[src/rtl/ddc_pkg.sv]
package ddc_pkg;

  localparam int EDID_BYTES = 128;

  typedef enum logic [2:0] {
    ST_IDLE,
    ST_ADDR,
    ST_ADDR_ACK,
    ST_WR,
    ST_WR_ACK,
    ST_RD,
    ST_RD_ACK
  } tgt_state_e;

  // Image content except the final checksum byte.
  function automatic logic [7:0] edid_raw(input int idx);
    logic [7:0] b;
    b = 8'h00;
    if (idx >= 1 && idx <= 6) b = 8'hFF;
    else begin
      case (idx)
        8:  b = 8'h31;
        9:  b = 8'h4C;
        10: b = 8'h01;
        16: b = 8'h01;
        17: b = 8'h20;
        18: b = 8'h01;
        19: b = 8'h03;
        20: b = 8'h80;
        21: b = 8'h35;
        22: b = 8'h1E;
        23: b = 8'h78;
        24: b = 8'h0A;
        25: b = 8'hEE;
        26: b = 8'h91;
        27: b = 8'hA3;
        28: b = 8'h54;
        29: b = 8'h4C;
        30: b = 8'h99;
        31: b = 8'h26;
        32: b = 8'h0F;
        33: b = 8'h50;
        34: b = 8'h54;
        // preferred mode: 1920x1080, 148.5 MHz
        54: b = 8'h02;
        55: b = 8'h3A;
        56: b = 8'h80;
        57: b = 8'h18;
        58: b = 8'h71;
        59: b = 8'h38;
        60: b = 8'h2D;
        61: b = 8'h40;
        62: b = 8'h58;
        63: b = 8'h2C;
        64: b = 8'h45;
        66: b = 8'h0F;
        67: b = 8'h28;
        68: b = 8'h21;
        71: b = 8'h1E;
        75: b = 8'h10;
        93: b = 8'h10;
        111: b = 8'h10;
        default: b = 8'h00;
      endcase
      if (idx >= 38 && idx <= 53) b = 8'h01;
    end
    return b;
  endfunction

  function automatic logic [7:0] edid_byte(input int idx);
    logic [7:0] sum;
    if (idx == EDID_BYTES - 1) begin
      sum = 8'h00;
      for (int i = 0; i < EDID_BYTES - 1; i++) sum = sum + edid_raw(i);
      return 8'h00 - sum;
    end
    return edid_raw(idx);
  endfunction

endpackage

[src/rtl/ddc_line_filter.sv]
module ddc_line_filter #(
  parameter int FILT_LEN = 3
) (
  input  logic clk_i,
  input  logic rst_ni,
  input  logic line_i,
  output logic line_o,
  output logic rose_o,
  output logic fell_o
);

  logic [1:0]          sync_q;
  logic [FILT_LEN-1:0] win_q;
  logic                line_q, prev_q;

  always_ff @(posedge clk_i or negedge rst_ni) begin
    if (!rst_ni) begin
      sync_q <= '1;
      win_q  <= '1;
      line_q <= 1'b1;
      prev_q <= 1'b1;
    end else begin
      sync_q <= {sync_q[0], line_i};
      win_q  <= {win_q[FILT_LEN-2:0], sync_q[1]};
      if (&win_q)       line_q <= 1'b1;
      else if (~|win_q) line_q <= 1'b0;
      prev_q <= line_q;
    end
  end

  assign line_o = line_q;
  assign rose_o = line_q & ~prev_q;
  assign fell_o = ~line_q & prev_q;

  // filtered level moves only after a full window of agreeing samples
  p_filter_agree_r9: assert property (@(posedge clk_i) disable iff (!rst_ni)
    (line_q != $past(line_q)) |-> ($past(&win_q) || $past(~|win_q)));

endmodule

[src/rtl/ddc_edid_rom.sv]
module ddc_edid_rom
  import ddc_pkg::*;
#(
  parameter int AW = $clog2(EDID_BYTES)
) (
  input  logic [AW-1:0] addr_i,
  output logic [7:0]    data_o
);

  logic [7:0] img [EDID_BYTES];

  for (genvar g = 0; g < EDID_BYTES; g++) begin : g_img
    assign img[g] = edid_byte(g);
  end

  assign data_o = img[addr_i];

endmodule

[src/rtl/ddc_i2c_target.sv]
module ddc_i2c_target
  import ddc_pkg::*;
#(
  parameter logic [6:0] DEV_ADDR = 7'h50,
  parameter int         AW       = 7
) (
  input  logic          clk_i,
  input  logic          rst_ni,
  input  logic          scl_i,
  input  logic          sda_i,
  input  logic          scl_rise_i,
  input  logic          scl_fall_i,
  input  logic          sda_rise_i,
  input  logic          sda_fall_i,
  input  logic [7:0]    rd_data_i,
  output logic [AW-1:0] ptr_o,
  output logic          sda_oe_o
);

  tgt_state_e    state_q;
  logic [3:0]    cnt_q;
  logic [7:0]    sr_q, tx_q;
  logic [AW-1:0] ptr_q;
  logic          oe_q, rw_q, first_q, nack_q;
  logic          start_c, stop_c;

  assign start_c = scl_i & sda_fall_i;
  assign stop_c  = scl_i & sda_rise_i;

  always_ff @(posedge clk_i or negedge rst_ni) begin
    if (!rst_ni) begin
      state_q <= ST_IDLE;
      cnt_q   <= '0;
      sr_q    <= '0;
      tx_q    <= '0;
      ptr_q   <= '0;
      oe_q    <= 1'b0;
      rw_q    <= 1'b0;
      first_q <= 1'b0;
      nack_q  <= 1'b0;
    end else if (start_c) begin
      state_q <= ST_ADDR;
      cnt_q   <= '0;
      oe_q    <= 1'b0;
      first_q <= 1'b1;
    end else if (stop_c) begin
      state_q <= ST_IDLE;
      oe_q    <= 1'b0;
    end else begin
      unique case (state_q)
        ST_IDLE: ;
        ST_ADDR: begin
          if (scl_rise_i) begin
            sr_q  <= {sr_q[6:0], sda_i};
            cnt_q <= cnt_q + 4'd1;
          end else if (scl_fall_i && cnt_q == 4'd8) begin
            if (sr_q[7:1] == DEV_ADDR) begin
              oe_q    <= 1'b1;
              rw_q    <= sr_q[0];
              state_q <= ST_ADDR_ACK;
            end else begin
              state_q <= ST_IDLE;
            end
          end
        end
        ST_ADDR_ACK: begin
          if (scl_fall_i) begin
            cnt_q <= '0;
            if (rw_q) begin
              tx_q    <= rd_data_i;
              ptr_q   <= ptr_q + 1'b1;
              oe_q    <= ~rd_data_i[7];
              state_q <= ST_RD;
            end else begin
              oe_q    <= 1'b0;
              state_q <= ST_WR;
            end
          end
        end
        ST_WR: begin
          if (scl_rise_i) begin
            sr_q  <= {sr_q[6:0], sda_i};
            cnt_q <= cnt_q + 4'd1;
          end else if (scl_fall_i && cnt_q == 4'd8) begin
            oe_q <= 1'b1;
            if (first_q) begin
              ptr_q   <= sr_q[AW-1:0];
              first_q <= 1'b0;
            end
            state_q <= ST_WR_ACK;
          end
        end
        ST_WR_ACK: begin
          if (scl_fall_i) begin
            oe_q    <= 1'b0;
            cnt_q   <= '0;
            state_q <= ST_WR;
          end
        end
        ST_RD: begin
          if (scl_fall_i) begin
            if (cnt_q == 4'd7) begin
              oe_q    <= 1'b0;
              state_q <= ST_RD_ACK;
            end else begin
              tx_q  <= {tx_q[6:0], 1'b0};
              oe_q  <= ~tx_q[6];
              cnt_q <= cnt_q + 4'd1;
            end
          end
        end
        ST_RD_ACK: begin
          if (scl_rise_i) nack_q <= sda_i;
          else if (scl_fall_i) begin
            if (nack_q) begin
              state_q <= ST_IDLE;
            end else begin
              tx_q    <= rd_data_i;
              ptr_q   <= ptr_q + 1'b1;
              oe_q    <= ~rd_data_i[7];
              cnt_q   <= '0;
              state_q <= ST_RD;
            end
          end
        end
        default: state_q <= ST_IDLE;
      endcase
    end
  end

  assign ptr_o    = ptr_q;
  assign sda_oe_o = oe_q;

  p_oe_scl_low_r8: assert property (@(posedge clk_i) disable iff (!rst_ni)
    $rose(oe_q) |-> !scl_i);

  p_idle_released_r1: assert property (@(posedge clk_i) disable iff (!rst_ni)
    (state_q == ST_IDLE) |-> !oe_q);

  p_nack_release_r7: assert property (@(posedge clk_i) disable iff (!rst_ni)
    (state_q == ST_RD_ACK && scl_fall_i && nack_q && !start_c && !stop_c)
      |=> (state_q == ST_IDLE && !oe_q));

endmodule

[src/rtl/ddc_hpa_gate.sv]
module ddc_hpa_gate #(
  parameter int READY_DLY = 1024
) (
  input  logic clk_i,
  input  logic rst_ni,
  input  logic hpd_n_i,
  output logic hpa_o,
  output logic rxbuf_en_o
);

  localparam int CW = $clog2(READY_DLY) + 1;

  logic [CW-1:0] cnt_q;
  logic          ready_q, hpa_q, rxbuf_q;
  logic [1:0]    hpd_q;

  always_ff @(posedge clk_i or negedge rst_ni) begin
    if (!rst_ni) begin
      cnt_q   <= '0;
      ready_q <= 1'b0;
      hpd_q   <= '1;
      hpa_q   <= 1'b0;
      rxbuf_q <= 1'b0;
    end else begin
      rxbuf_q <= 1'b1;
      hpd_q   <= {hpd_q[0], hpd_n_i};
      if (!ready_q) begin
        if (cnt_q == CW'(READY_DLY - 1)) ready_q <= 1'b1;
        else                              cnt_q   <= cnt_q + 1'b1;
      end
      hpa_q <= ready_q & ~hpd_q[1];
    end
  end

  assign hpa_o      = hpa_q;
  assign rxbuf_en_o = rxbuf_q;

  p_hpa_needs_ready_r10: assert property (@(posedge clk_i) disable iff (!rst_ni)
    hpa_q |-> ready_q);

endmodule

[src/rtl/ddc_edid_resp.sv]
module ddc_edid_resp
  import ddc_pkg::*;
#(
  parameter logic [6:0] DEV_ADDR  = 7'h50,
  parameter int         FILT_LEN  = 3,
  parameter int         READY_DLY = 1024
) (
  input  logic clk_i,
  input  logic rst_ni,
  input  logic scl_i,
  input  logic sda_i,
  output logic sda_oe_o,
  input  logic hpd_n_i,
  output logic hpa_o,
  output logic rxbuf_en_o
);

  localparam int AW     = $clog2(EDID_BYTES);
  localparam int NLINES = 2;  // 0: SCL, 1: SDA

  logic [NLINES-1:0] raw, lvl, rise, fall;
  logic [AW-1:0]     ptr;
  logic [7:0]        rom_data;

  assign raw = {sda_i, scl_i};

  for (genvar l = 0; l < NLINES; l++) begin : g_line
    ddc_line_filter #(.FILT_LEN(FILT_LEN)) u_filt (
      .clk_i  (clk_i),
      .rst_ni (rst_ni),
      .line_i (raw[l]),
      .line_o (lvl[l]),
      .rose_o (rise[l]),
      .fell_o (fall[l])
    );
  end

  ddc_edid_rom #(.AW(AW)) u_rom (
    .addr_i (ptr),
    .data_o (rom_data)
  );

  ddc_i2c_target #(.DEV_ADDR(DEV_ADDR), .AW(AW)) u_tgt (
    .clk_i      (clk_i),
    .rst_ni     (rst_ni),
    .scl_i      (lvl[0]),
    .sda_i      (lvl[1]),
    .scl_rise_i (rise[0]),
    .scl_fall_i (fall[0]),
    .sda_rise_i (rise[1]),
    .sda_fall_i (fall[1]),
    .rd_data_i  (rom_data),
    .ptr_o      (ptr),
    .sda_oe_o   (sda_oe_o)
  );

  ddc_hpa_gate #(.READY_DLY(READY_DLY)) u_hpa (
    .clk_i      (clk_i),
    .rst_ni     (rst_ni),
    .hpd_n_i    (hpd_n_i),
    .hpa_o      (hpa_o),
    .rxbuf_en_o (rxbuf_en_o)
  );

endmodule

[config.mk]
export PLATFORM = sky130hd
export DESIGN_NAME = ddc_edid_resp
export DESIGN_NICKNAME = d
export VERILOG_FILES = /design/src/rtl/ddc_pkg.sv /design/src/rtl/ddc_line_filter.sv /design/src/rtl/ddc_edid_rom.sv /design/src/rtl/ddc_i2c_target.sv /design/src/rtl/ddc_hpa_gate.sv /design/src/rtl/ddc_edid_resp.sv
export SDC_FILE = /design/constraint.sdc
export NUM_CORES = 1
export LEC_CHECK = 0
export BUFFER_PORTS_ARGS = -buffer_cell sky130_fd_sc_hd__buf_2
export CAP_MARGIN = 20
export CORE_ASPECT_RATIO = 1.25
export CORE_MARGIN = 8
export CORE_UTILIZATION = 60
export CTS_BUF_LIST = sky130_fd_sc_hd__clkbuf_8
export DETAILED_ROUTE_END_ITERATION = 10
export GPL_ROUTABILITY_DRIVEN = 0
export GPL_TIMING_DRIVEN = 0
export PLACE_DENSITY = 0.76
export SKIP_CTS_REPAIR_TIMING = 1
export SYNTH_ARGS = -nofsm -noshare
export SYNTH_HDL_FRONTEND = slang
export SYNTH_SLANG_ARGS = --single-unit
[constraint.sdc]
create_clock -name clk_i -period 2.9 [get_ports clk_i]
set_input_delay 0.435 -clock clk_i [delete_from_list [all_inputs] [get_ports clk_i]]
set_output_delay 0.435 -clock clk_i [all_outputs]
set_load 0.05 [all_outputs]
# Yosys cells after proc, flatten, opt, wreduce, memory -nomap -nowiden
# Memory sizes are Yosys's and may differ from the RTL's.
# Cells that the tools add are included.
dict set report word_totals {
  word_cells 187
  mem_bits_ro 1024
  ramBits 0
  latch_bits 0
  reg_bits 63
  output_inout_bits 3
  mem_count 1
}
dict set report op_classes {
  div_mod_pow 0
  muxes 72
  mul 0
  n_reduce_logical 24
  eq_ne 44
  magnitude_cmp 1
  shifts 0
  n_bitwise 20
  n_addsub 3
}
# memory words word_bits read_ports rd_clocked_by_memory_dff wr line
set memory_table {}
lappend memory_table {{(name not given)} 128 8 1 0 0 ddc_edid_rom.sv:16} ;# assign data_o = img[addr_i];
# op count
set op_table {}
lappend op_table {{$mux W7} 15}
lappend op_table {{$mux W3} 14}
lappend op_table {{$pmux W7 S3} 2}
lappend op_table {{$mux W4} 9}
lappend op_table {{$ne A4 B1 Y1 const B} 8}
lappend op_table {{$mux W1} 26}
lappend op_table {{$reduce_and A11 Y1} 2}
lappend op_table {{$pmux W3 S7} 1}
lappend op_table {{$ne A2 B1 Y1 const B} 10}
lappend op_table {{$mux W8} 2}
lappend op_table {{$pmux W4 S4} 1}
lappend op_table {{$ne A3 B1 Y1 const B} 5}
lappend op_table {{$ne A4 B2 Y1 const B} 3}
lappend op_table {{$not A1 Y1} 12}
lappend op_table {{$reduce_and A12 Y1} 1}
lappend op_table {{$reduce_and A4 Y1} 3}
lappend op_table {{$add A11 B1 Y11 const B} 1}
lappend op_table {{$eq A11 B10 Y1 const B} 1}
lappend op_table {{$reduce_and A10 Y1} 1}
lappend op_table {{$eq A3 B3 Y1 const B} 3}
lappend op_table {{$reduce_and A9 Y1} 1}
lappend op_table {{$ge A8 B8 Y1 const B} 1}
lappend op_table {{$ne A2 B2 Y1 const B} 4}
lappend op_table {{$not A7 Y8} 1}
lappend op_table {{other kinds (24)} 37}

# Logic depth before layout (Yosys ltp)
# Gate-level depths: netlist of the first run.
dict set report depth {
  ltp_word 11
  ltp_mapped 10
}

# By module
# A second synthesis of the first run with hierarchy kept.
dict set report hier_totals {
  cells_unflattened 434
  area_unflattened_um2 4180.3
}
# mod cells_per_inst area_per_inst_um2 n_inst seq_area_each_um2
set modules_own_cells {}
lappend modules_own_cells {ddc_i2c_target 210 2118.3 1 825.8}
lappend modules_own_cells {ddc_edid_rom 139 932.1 1 0.0}
lappend modules_own_cells {ddc_hpa_gate 59 699.4 1 402.9}
lappend modules_own_cells {ddc_line_filter 13 215.2 2 183.9}

# Worst setup path after synthesis of the first run
# OpenSTA, ideal clock, no wires.
dict set report synth_path {
  path_type {flip-flop to flip-flop}
  from {register u_tgt.ptr_q[1], in the netlist u_tgt.ptr_o[1]}
  to {register u_tgt.tx_q[6]}
  path_stages_with_launch 10
  t_required_ps 2823
  path_slack_ps 743
  n_path_buf 1
  t_arrival_ps 2080
  period_less_slack_ps 2157
  cell_sequence {dfrtp_1 -> clkbuf_1 -> inv_1 -> ha_1 -> mux2_2 -> o21ai_1 -> nand2b_1 -> a221o_1 -> a31o_1 -> o21ai_1}
}
dict set report synth_via {
  elab_chain_cells 8
  word_cells_on_any_way 10
}
# element line
set synth_rtl {}
lappend synth_rtl {{start: declaration} ddc_i2c_target.sv:23} ;# logic [AW-1:0] ptr_q;
lappend synth_rtl {{start signal: assignment} ddc_i2c_target.sv:71} ;# ptr_q <= ptr_q + 1'b1;
lappend synth_rtl {{start signal: assignment} ddc_i2c_target.sv:87} ;# ptr_q <= sr_q[AW-1:0];
lappend synth_rtl {{start signal: assignment} ddc_i2c_target.sv:119} ;# ptr_q <= ptr_q + 1'b1;
lappend synth_rtl {{$not A7 Y8 (implied by the code) *} ddc_edid_rom.sv:16}
lappend synth_rtl {{$mem_v2 Z128 W8 *} -}
lappend synth_rtl {{$mux W8 (implied by the code) * (2 in a row)} ddc_edid_rom.sv:16}
lappend synth_rtl {{$mux W7} ddc_i2c_target.sv:115} ;# if (nack_q) begin
lappend synth_rtl {{$mux W7} ddc_i2c_target.sv:114} ;# else if (scl_fall_i) begin
lappend synth_rtl {{$mux W7} ddc_i2c_target.sv:113} ;# if (scl_rise_i) nack_q <= sda_i;
lappend synth_rtl {{$pmux W7 S3 *} ddc_i2c_target.sv:50} ;# unique case (state_q)
lappend synth_rtl {{end signal: assignment} ddc_i2c_target.sv:70} ;# tx_q <= rd_data_i;
lappend synth_rtl {{end signal: assignment} ddc_i2c_target.sv:106} ;# tx_q <= {tx_q[6:0], 1'b0};
lappend synth_rtl {{end signal: assignment} ddc_i2c_target.sv:118} ;# tx_q <= rd_data_i;
lappend synth_rtl {{end: declaration} ddc_i2c_target.sv:22} ;# logic [7:0] sr_q, tx_q;
# Every way passes the cells marked *; elsewhere a longest branch is shown, timed or not. The select of a mux whose other input is x is not followed.
# A chain may end at the register's enable or synchronous reset.

# Worst setup path in the final report of the first run
dict set report layout_path {
  from {register u_tgt.ptr_q[1], in the netlist u_tgt.ptr_o[1]}
  to {register u_tgt.tx_q[4]}
}
# The elaborated chain is that of the path after synthesis.

==> qor.yml, run 1 <==
layout:
  final_common_cell: "dfrtp_1"
  utilization_pct: 66.5
  drive_gt1_share_pct: 18.0
  final_cell_mix: "dfrtp_1 (47), nand2_1 (37), a21oi_1 (32), nor2_1 (32), o21ai_0 (24)"
  synthToLayoutAreaGrowth_pct: 9.92
  n_antenna_cell: 0
  nets: 466
timing:
  finalHoldViolations: 0
  timing.final.ws_setup_ns: 0.163
  skew_ns: 0.00782
  fin_setup_tns_ns: 0
  clock.fmax_mhz: 365
  post-route-period-util_pct: 94.4
  drv_slew: 0
  slew_headroom_pct: 58.5
  finalCriticalPeriod_ns: 2.74
  finalSetupViolCount: 0
  rsz0062_at_grt: "false"
  worst_pin_slew_ns: 0.616
setup_path:
  timing_worst_setup_path_type: "reg2reg"
  critical_path.startpoint_type: "flip-flop"
  reg2reg_setup_slack_ns: 0.16
  worst_path_most_repeated_cell: "clkbuf_1"
  cp_slowest_cell: "a221oi_1"
  reg2reg_depth: 10
  path_cells: "clkbuf_1 > inv_1 > ha_1 > clkbuf_1 > nor2b_1 > o31ai_1 > a221oi_1 > nand2_1 > nand3_1 > a31oi_1"
  reg2reg_from: "u_tgt.ptr_o[1]$_DFFE_PN0P_"
  crit_required_ns: 3.12
  cp_top_family: "buffers and inverters"
  arrival_ns: 2.96
  max_stage_delay_ns: 0.52
  cp_max_fo: 10
  timing.rr.end: "u_tgt.tx_q[4]$_DFFE_PN0P_"
  endpoint_kind: "flip-flop"
  cp_num_buf_inv: 3
global_routing:
  grt_max_degree: 41
  grtUsageTotal_pct: 21.2
  grt-ovfl-total: 0
  grt_pass1_vias: 3300
  antenna_found_initial: 0
  grt_pass1_wl_mm: 15.6
clock_network:
  cts_buffers: 9
  cts.sinks: 63
  clock_latency_ns: 0.34
  root_buffer: "clkbuf_8"
  cts_tree: "done"
  cts_max_level: 3
  clkTransAtPathRegs_ns: 0.07
  cts_buffer_depth: 2
synthesis:
  yosys_most_used_dff: "dfrtp_1"
  synthXorXnorAreaFrac_pct: 2.92
  synth_adder_area_share_pct: 3.21
  syn-num-nets: 447
  synth_seq_cells: 63
  yosys_warnings: 0
  synth_area_leaders: "dfrtp_1 (30%), dfstp_2 (11%), a21oi_1 (4.1%)"
  yosys.area.top_type: "dfrtp_1"
  synth_edf_count: 0
  syn_area_per_cell_um2: 9.02
  synth_compound_area_share_pct: 21.9
  netlist_area_um2: 3900
  synth-seq-area-share_pct: 40.9
  synth_top_family_by_area: "compound AO/OA/AOI/OAI gates"
  synth_top_area_share_pct: 30.2
  synth.area.mux_share_pct: 4.62
  yosys.area_share.simple_pct: 20.9
  async_flop_share_pct: 100
  postSynthCellCount: 432
  synth_cell_types: 73
floorplanning:
  dieArea_um2: 9350
  core-area_um2: 6440
  die_h_um: 106
  io_pins: 8
  floorplan.die.width_um: 88.1
  start_util_pct: 60.5
  num_rows: 33
detailed_routing:
  ant_nets: 0
  drt_wl_total_mm: 9.03
  wl_per_cell_um: 16.6
  viasPerCell: 6.22
  vias: 3376
  dr.pass1.iters: 6
  met2_length_mm: 4.45
  route.detailed.drc: 0
  dr.max_layer_used: "met4"
  wl_met1_mm: 3.73
  drt_iter0_drc: 413
  wl_met3_um: 582
placed_design:
  hpwl_mm: 6.41
  dpl_worst_slack_ns: 0.321
  portBuffers: 7
power_and_ir_drop:
  power_density_nw_per_um2: 928
  total_power_uw: 3980
  ir_worst_vdd_v: 0.000415
  leakagePower_uw: 0.00184
status:
  status: "finished clean"
min_path:
  min_path_type: "in2async"
flow_run:
  maxCapViolCount: 0
==> worst max-delay path by stage <==
stage | startpoint | to | cells after the start
CTS | u_tgt.ptr_o[1]$_DFFE_PN0P_ | u_tgt.tx_q[3]$_DFFE_PN0P_ | 10
detailed placement | u_tgt.ptr_o[1]$_DFFE_PN0P_ | u_tgt.tx_q[3]$_DFFE_PN0P_ | 10
global route | u_tgt.ptr_o[1]$_DFFE_PN0P_ | u_tgt.tx_q[4]$_DFFE_PN0P_ | 10
global placement | u_tgt.ptr_o[1]$_DFFE_PN0P_ | u_tgt.tx_q[3]$_DFFE_PN0P_ | 10
finish | u_tgt.ptr_o[1]$_DFFE_PN0P_ | u_tgt.tx_q[4]$_DFFE_PN0P_ | 10
floorplan | u_tgt.ptr_o[1]$_DFFE_PN0P_ | u_tgt.tx_q[6]$_DFFE_PN0P_ | 9
==> logic make-up (layout without fill, tap and decap cells) <==
| family | count (synthesis) | count (layout) |
|---|---|---|
| AOI/OAI and AO/OA | 129 | 129 |
| muxes | 16 | 16 |
| and+or+nand+nor | 153 | 153 |
| adders and majority gates | 10 | 10 |
| xor gates and xnor gates | 13 | 13 |
| other | 1 | 1 |
| buffers and inverters | 47 | 71 |
| DFF | 63 | 63 |
==> sequential cells by signal, summed over array words and instances, names as in the netlist, 2 cells and up <==
register and flops:
u_tgt.state_q 3, u_tgt.tx_q 7, u_hpa.hpd_q 2, g_line.u_filt.win_q 6, g_line.u_filt.sync_q 4, g_line.u_filt.line_o 2, u_tgt.sr_q 8, u_hpa.cnt_q 11
u_tgt.ptr_o 7, g_line.u_filt.prev_q 2, u_tgt.cnt_q 4
==> routing by layer <==
layer | track usage [%] | up-vias
li1 | - | 1598
met1 | 26.2 | 1565
met2 | 34.0 | 176
met3 | 3.86 | 37
met4 | 11.6 | 0
met5 | 0 | -
==> cell usage after synthesis (5+ instances only) <==
library cell	n
a21oi_1	32
clkbuf_1	11
a211oi_1	6
ha_1	10
nand3_1	21
nand2b_1	12
o21ai_1	7
inv_1	17
buf_2	13
mux2_2	11
o211ai_1	7
xnor2_1	9
o21ai_0	24
nand2_1	37
dfstp_2	16
nor2_1	32
nor2b_1	11
nor3_1	6
o31ai_1	5
dfrtp_1	47
o22ai_1	8
a31oi_1	6
==> cell type report <==
type                            instances  area, µm²
Tap cell                               87        109
Clock inverter                          6       85.1
Timing Repair Buffer                    8       55.1
Buffer                                 28        140
Sequential cell                        63       1600
Inverter                               19       71.3
Clock buffer                           10        138
Fill cell                             526       2160
Multi-Input combinational cell        322       2090
==> per-stage QoR <==
step                std cells  instance area [µm²]  hold slack [ns]
floorplan                 432                 3900            0.139
global placement          526                 4040            0.346
detailed placement        527                 4060            0.347
CTS                       543                 4290           0.0846
global route              543                 4290            0.125
finish                    543                 4290           0.0758
==> worst reg2reg max path: stages (launching register included) <==
cell and delay (ns):
dfrtp_1 0.40, clkbuf_1 0.39, inv_1 0.20, ha_1 0.22
clkbuf_1 0.26, nor2b_1 0.22, o31ai_1 0.12, a221oi_1 0.52
nand2_1 0.11, nand3_1 0.11, a31oi_1 0.08
==> where the power goes <==
part	internal [µW]	leakage, µW	switching (µW)
clock network	504	0.000114	332
logic	754	0.000949	1210
registers	1050	0.000774	126
total	2310	0.00184	1670
No activity file was read; power rests on OpenSTA's default activity.
==> run 2: changes to the inputs <==
Settings changed: CORE_MARGIN 8 to 10, CTS_BUF_LIST sky130_fd_sc_hd__clkbuf_8 to sky130_fd_sc_hd__clkbuf_8 sky130_fd_sc_hd__clkbuf_16.
==> run 2 against run 1 <==
Hold slack gained 0.068 ns. Routed wire length is 3.3% higher. First-iteration DRC count decreased by 0.48%.
==> qor.yml, run 2 (synthesis gave the netlist of run 1 again) <==
clock_network:
  cts.sinks: 63  # unchanged
  cts_tree: "done"
  cts_max_level: 3  # unchanged
  root_buffer: "clkbuf_8"
  clkTransAtPathRegs_ns: 0.08  # about the same
  clock_latency_ns: 0.34  # about the same
  cts_buffers: 9  # unchanged
  cts_buffer_depth: 2  # unchanged
timing:
  slew_headroom_pct: 52.3  # -6.3 points
  drv_slew: 0  # unchanged
  finalCriticalPeriod_ns: 2.71  # -0.0234 ns
  fin_setup_tns_ns: 0  # unchanged
  clock.fmax_mhz: 368  # +0.86%
  skew_ns: 0.0101  # +0.00224 ns
  post-route-period-util_pct: 93.6  # -0.81 points
  finalHoldViolations: 0  # unchanged
  finalSetupViolCount: 0  # unchanged
  rsz0062_at_grt: "false"
  worst_pin_slew_ns: 0.709  # +0.0930 ns
floorplanning:
  start_util_pct: 62.4  # +1.9 points
  io_pins: 8  # unchanged
  dieArea_um2: 10100  # +8.5%
  core-area_um2: 6250  # -3.0%
  floorplan.die.width_um: 92.1  # +4.5%
  die_h_um: 110  # +3.8%
  num_rows: 32  # -3.0%
detailed_routing:
  ant_nets: 0  # unchanged
  route.detailed.drc: 0  # unchanged
  viasPerCell: 6.32  # +1.7%
  wl_per_cell_um: 17.2  # +3.6%
  dr.pass1.iters: 5  # -1
  drt_wl_total_mm: 9.33  # +3.3%
  vias: 3421  # +1.3%
  drt_iter0_drc: 411  # -0.48%
global_routing:
  met1_usage_pct: 21.2  # -5.1 points
  grt_util_met2_pct: 32.7  # -1.3 points
  antenna_found_initial: 0  # unchanged
  grt_pass1_wl_mm: 15.4  # -1.7%
  grt_most_used_layer: "met2"
  grt-ovfl-total: 0  # unchanged
  grt_max_degree: 35  # -15%
  grt_pass1_vias: 3260  # -1.2%
  grtUsageTotal_pct: 18.5  # -2.8 points
  grt_use_met3_pct: 3.65  # -0.20 points
layout:
  drive_gt1_share_pct: 18.2  # +0.22 points
  fin_cells: 541  # -0.37%
  nets: 466  # unchanged
  n_antenna_cell: 0  # unchanged
  final_cell_mix: "dfrtp_1 (47), nand2_1 (37), a21oi_1 (32), nor2_1 (32), o21ai_0 (24)"
  largest_reg_flops: 11  # unchanged
  final_common_cell: "dfrtp_1"
  top_regs: "u_hpa.cnt_q: 11 flops, u_tgt.sr_q: 8 flops"
  top_register: "u_hpa.cnt_q"
  synthToLayoutAreaGrowth_pct: 8.83
setup_path:
  critical_path.startpoint_type: "flip-flop"
  cp_num_buf_inv: 3  # unchanged
  arrival_ns: 2.94  # -0.02 ns
  timing_worst_setup_path_type: "reg2reg"
  crit_required_ns: 3.13  # about the same
  path_cells: "clkbuf_1 > inv_1 > ha_1 > clkbuf_1 > nor2b_1 > o31ai_1 > a221oi_1 > nand2_1 > nand3_1 > a31oi_1"
  endpoint_kind: "flip-flop"
  cp_top_family: "buffers and inverters"
  cp_max_fo: 10  # unchanged
  cp_slowest_cell: "clkbuf_1"
  max_stage_delay_ns: 0.44  # -0.08 ns
  worst_path_most_repeated_cell: "clkbuf_1"
power_and_ir_drop:
  p_seq_share_pct: 30.5  # +1.0 points
  power.share.combinational_pct: 51.4  # +1.9 points
  ir_worst_vdd_v: 0.000593  # +43%
  power_density_nw_per_um2: 908  # -2.2%
  sw_frac_of_total_pct: 44.5  # +2.5 points
  power.switching_uw: 1720  # +2.6%
  p_int_uw: 2140  # -7.3%
  clock_power_share_pct: 18.1  # -2.9 points
  leakagePower_uw: 0.00181  # -1.6%
placed_design:
  placed_cells: 525  # -0.38%
  portBuffers: 7  # unchanged
  hpwl_mm: 6.70  # +4.6%
min_path:
  min_path_type: "in2async"
flow_run:
  maxCapViolCount: 0  # unchanged
status:
  status: "finished clean"
==> run 2: changes by cell type in the layout (fill, tap and decap cells not counted) <==
cell / before / now
bufinv_16: 2 / 0
inv_6: 0 / 1
clkinvlp_4: 1 / 3
inv_1: 18 / 17
==> run 2: cell type report <==
type	count	area [µm²]
Multi-Input combinational cell	322	2090
Fill cell	518	2000
Sequential cell	63	1600
Buffer	28	140
Clock buffer	10	138
Tap cell	85	106
Inverter	19	71.3
Timing Repair Buffer	8	55.1
Clock inverter	6	45.0
==> run 2: final timing paths <==
path	start	endpoint	slack (ns)	cells after the start
worst max-delay path	u_tgt.ptr_o[1]$_DFFE_PN0P_	u_tgt.tx_q[4]$_DFFE_PN0P_	0.19	10
worst min-delay path	rst_ni	u_tgt.ptr_o[4]$_DFFE_PN0P_	0.14	1
worst max register to register	u_tgt.ptr_o[1]$_DFFE_PN0P_	u_tgt.tx_q[4]$_DFFE_PN0P_	0.19	10
worst min register to register	u_hpa.hpd_q[0]$_DFF_PN1_	u_hpa.hpd_q[1]$_DFF_PN1_	0.36	0
max in group asynchronous	rst_ni	g_line[0].u_filt.win_q[1]$_DFF_PN1_	2.07	2
min in group clk_i	scl_i	g_line[0].u_filt.sync_q[0]$_DFF_PN1_	0.18	1
==> run 2: power by group through the flow <==
stage | clock [µW] | sequential, µW | combinational (µW)
global placement | 0 | 1180 | 1880
detailed placement | 0 | 1190 | 1920
finish | 697 | 1170 | 1980
CTS | 711 | 1170 | 1920
floorplan | 0 | 1170 | 1460
global route | 747 | 1190 | 2140
==> run 2: through the flow <==
stage	setup slack, ns	total power, µW	utilization [%]	hold slack (ns)	instance area, µm²
floorplan	0.743	2630	-	0.139	3900
global placement	0.306	3060	64.7	0.346	4040
detailed placement	0.289	3110	65.0	0.347	4060
CTS	0.262	3810	67.9	0.163	4240
global route	0.0486	4090	67.9	0.171	4240
finish	0.186	3850	67.9	0.144	4240
==> run 2: per-layer routing <==
| layer | share of wire [%] | vias to the layer above |
|---|---|---|
| li1 | - | 1604 |
| met1 | 41 | 1627 |
| met2 | 50 | 152 |
| met3 | 5.7 | 38 |
| met4 | 3.3 | 0 |
| met5 | 0 | - |
==> run 3: changes to the inputs <==
Settings changed: CORE_ASPECT_RATIO 1.25 to 0.7.
==> run 3 against run 2 <==
Clock power rose by 22%. Count of clock-buffer cells in the layout is the same. Worst setup slack got worse by 0.047 ns. Core utilization is 0.13 points higher. Hold slack worse by 0.084 ns. Sequential power is essentially flat. Via count hardly changed. Die area up 0.30%. Design area up 0.68%. Combinational power about the same. Critical path type unchanged.
==> qor.yml, run 3 (synthesis gave the netlist of run 1 again) <==
clock_network:
  root_buffer: "clkbuf_8"
  cts_buffers: 9  # unchanged
  cts_tree: "done"
  clkTransAtPathRegs_ns: 0.07  # about the same
  cts_max_level: 3  # unchanged
  clock_latency_ns: 0.34  # about the same
  cts.sinks: 63  # unchanged
  cts_buffer_depth: 2  # unchanged
power_and_ir_drop:
  power_density_nw_per_um2: 943  # +3.8%
  leakagePower_uw: 0.00184  # +1.5%
  ir_worst_vdd_v: 0.000413  # -30%
timing:
  hold_slack_ns: 0.0601  # -0.0836 ns
  timing.final.ws_setup_ns: 0.140  # -0.0465 ns
  post-route-period-util_pct: 95.2  # +1.6 points
  rsz0062_at_grt: "false"
  finalSetupViolCount: 0  # unchanged
  slew_headroom_pct: 44.3  # -8.0 points
  finalCriticalPeriod_ns: 2.76  # +0.0465 ns
  finalHoldViolations: 0  # unchanged
  clock.fmax_mhz: 362  # -1.7%
  drv_slew: 0  # unchanged
  skew_ns: 0.00873  # -0.00134 ns
  worst_pin_slew_ns: 0.827  # +0.118 ns
  fin_setup_tns_ns: 0  # unchanged
layout:
  n_antenna_cell: 0  # unchanged
  synthToLayoutAreaGrowth_pct: 9.56
  nets: 466  # unchanged
  final_cell_mix: "dfrtp_1 (47), nand2_1 (37), a21oi_1 (32), nor2_1 (32), o21ai_0 (24)"
  drive_gt1_share_pct: 18.0  # -0.18 points
  seqCellArea_um2: 1600  # unchanged
  utilization_pct: 68.1  # +0.13 points
  top_regs: "u_hpa.cnt_q: 11 flops, u_tgt.sr_q: 8 flops"
  multiInputGateArea_um2: 2090  # unchanged
  top_register: "u_hpa.cnt_q"
  fillers: 498  # -3.9%
  largest_reg_flops: 11  # unchanged
  final_common_cell: "dfrtp_1"
setup_path:
  arrival_ns: 3.03  # +0.09 ns
  endpoint_kind: "flip-flop"
  cp_max_fo: 10  # unchanged
  crit_required_ns: 3.17  # +0.04 ns
  critical_path.startpoint_type: "flip-flop"
  timing_worst_setup_path_type: "reg2reg"
flow_run:
  maxCapViolCount: 0  # unchanged
floorplanning:
  dieArea_um2: 10200  # +0.30%
  start_util_pct: 62.1  # -0.30 points
  floorplan.die.width_um: 116  # +26%
  io_pins: 8  # unchanged
  core-area_um2: 6280  # +0.48%
  num_rows: 24  # -25%
  die_h_um: 87.4  # -21%
detailed_routing:
  dr.pass1.iters: 6  # +1
  drt_wl_total_mm: 9.36  # +0.38%
  vias: 3420  # -0.029%
  route.detailed.drc: 0  # unchanged
  drt_iter0_drc: 458  # +11%
  viasPerCell: 6.42  # +1.5%
  wl_per_cell_um: 17.6  # +1.9%
  ant_nets: 0  # unchanged
global_routing:
  antenna_found_initial: 0  # unchanged
  grtUsageTotal_pct: 18.8  # +0.30 points
  grt_max_degree: 43  # +23%
  grt_pass1_vias: 3062  # -6.1%
  grt_pass1_wl_mm: 15.3  # -0.14%
  grt-ovfl-total: 0  # unchanged
placed_design:
  portBuffers: 7  # unchanged
  hpwl_mm: 6.67  # -0.50%
  dpl_worst_slack_ns: 0.323  # +0.0339 ns
status:
  status: "finished clean"
min_path:
  min_path_type: "in2async"
run 3: layout make-up:
class / count / share of cell area, %
multi-input combinational: 322 / 48.9
sequential: 63 / 37.4
buffer: 28 / 3.28
clock buffer: 10 / 3.22
tap: 78 / 2.28
clock inverter: 5 / 1.93
inverter: 19 / 1.67
timing repair buffer: 8 / 1.29
run 3: worst paths after layout:
check,startpoint,to,slack [ns],cells past startpoint
min,rst_ni,u_tgt.tx_q[5]$_DFFE_PN0P_,0.06,1
min in group clk_i,sda_i,g_line[1].u_filt.sync_q[0]$_DFF_PN1_,0.19,1
max reg2reg,u_tgt.ptr_o[1]$_DFFE_PN0P_,u_tgt.tx_q[3]$_DFFE_PN0P_,0.14,10
max,u_tgt.ptr_o[1]$_DFFE_PN0P_,u_tgt.tx_q[3]$_DFFE_PN0P_,0.14,10
min reg2reg,u_hpa.hpd_q[0]$_DFF_PN1_,u_hpa.hpd_q[1]$_DFF_PN1_,0.35,0
max in group asynchronous,rst_ni,u_hpa.hpd_q[0]$_DFF_PN1_,2.18,2
run 3: layer usage:
layer	track usage (%)	vias to the layer above	share of wire, %
met5	0	-	0
met4	5.10	0	1.4
met3	6.54	27	11
met2	25.3	191	41
met1	27.3	1603	47
li1	-	1599	-
run 3: power breakdown:
group,total [µW],internal [µW],switching (µW),leakage (µW)
Clock,852,504,349,0.000112
Sequential,1180,1050,134,0.000774
Combinational,1990,755,1240,0.000949
run 3: critical path, stage by stage (launching register included):
cell      delay [ns]
dfrtp_1         0.42
clkbuf_1        0.29
inv_1           0.24
ha_1            0.18
clkbuf_1        0.41
nand2b_1        0.25
o31ai_1         0.27
a211oi_1        0.10
a211oi_1        0.28
o22ai_1         0.13
o21ai_1         0.12
run 3: through the flow:
| step | instance area [µm²] | instances | total power [µW] |
|---|---|---|---|
| 2_1_floorplan | 3900 | 432 | 2630 |
| 3_3_place_gp | 4030 | 517 | 3050 |
| 3_5_place_dp | 4050 | 518 | 3090 |
| 4_1_cts | 4270 | 533 | 3950 |
| 5_1_grt | 4270 | 533 | 4270 |
| 6_report | 4270 | 533 | 4030 |
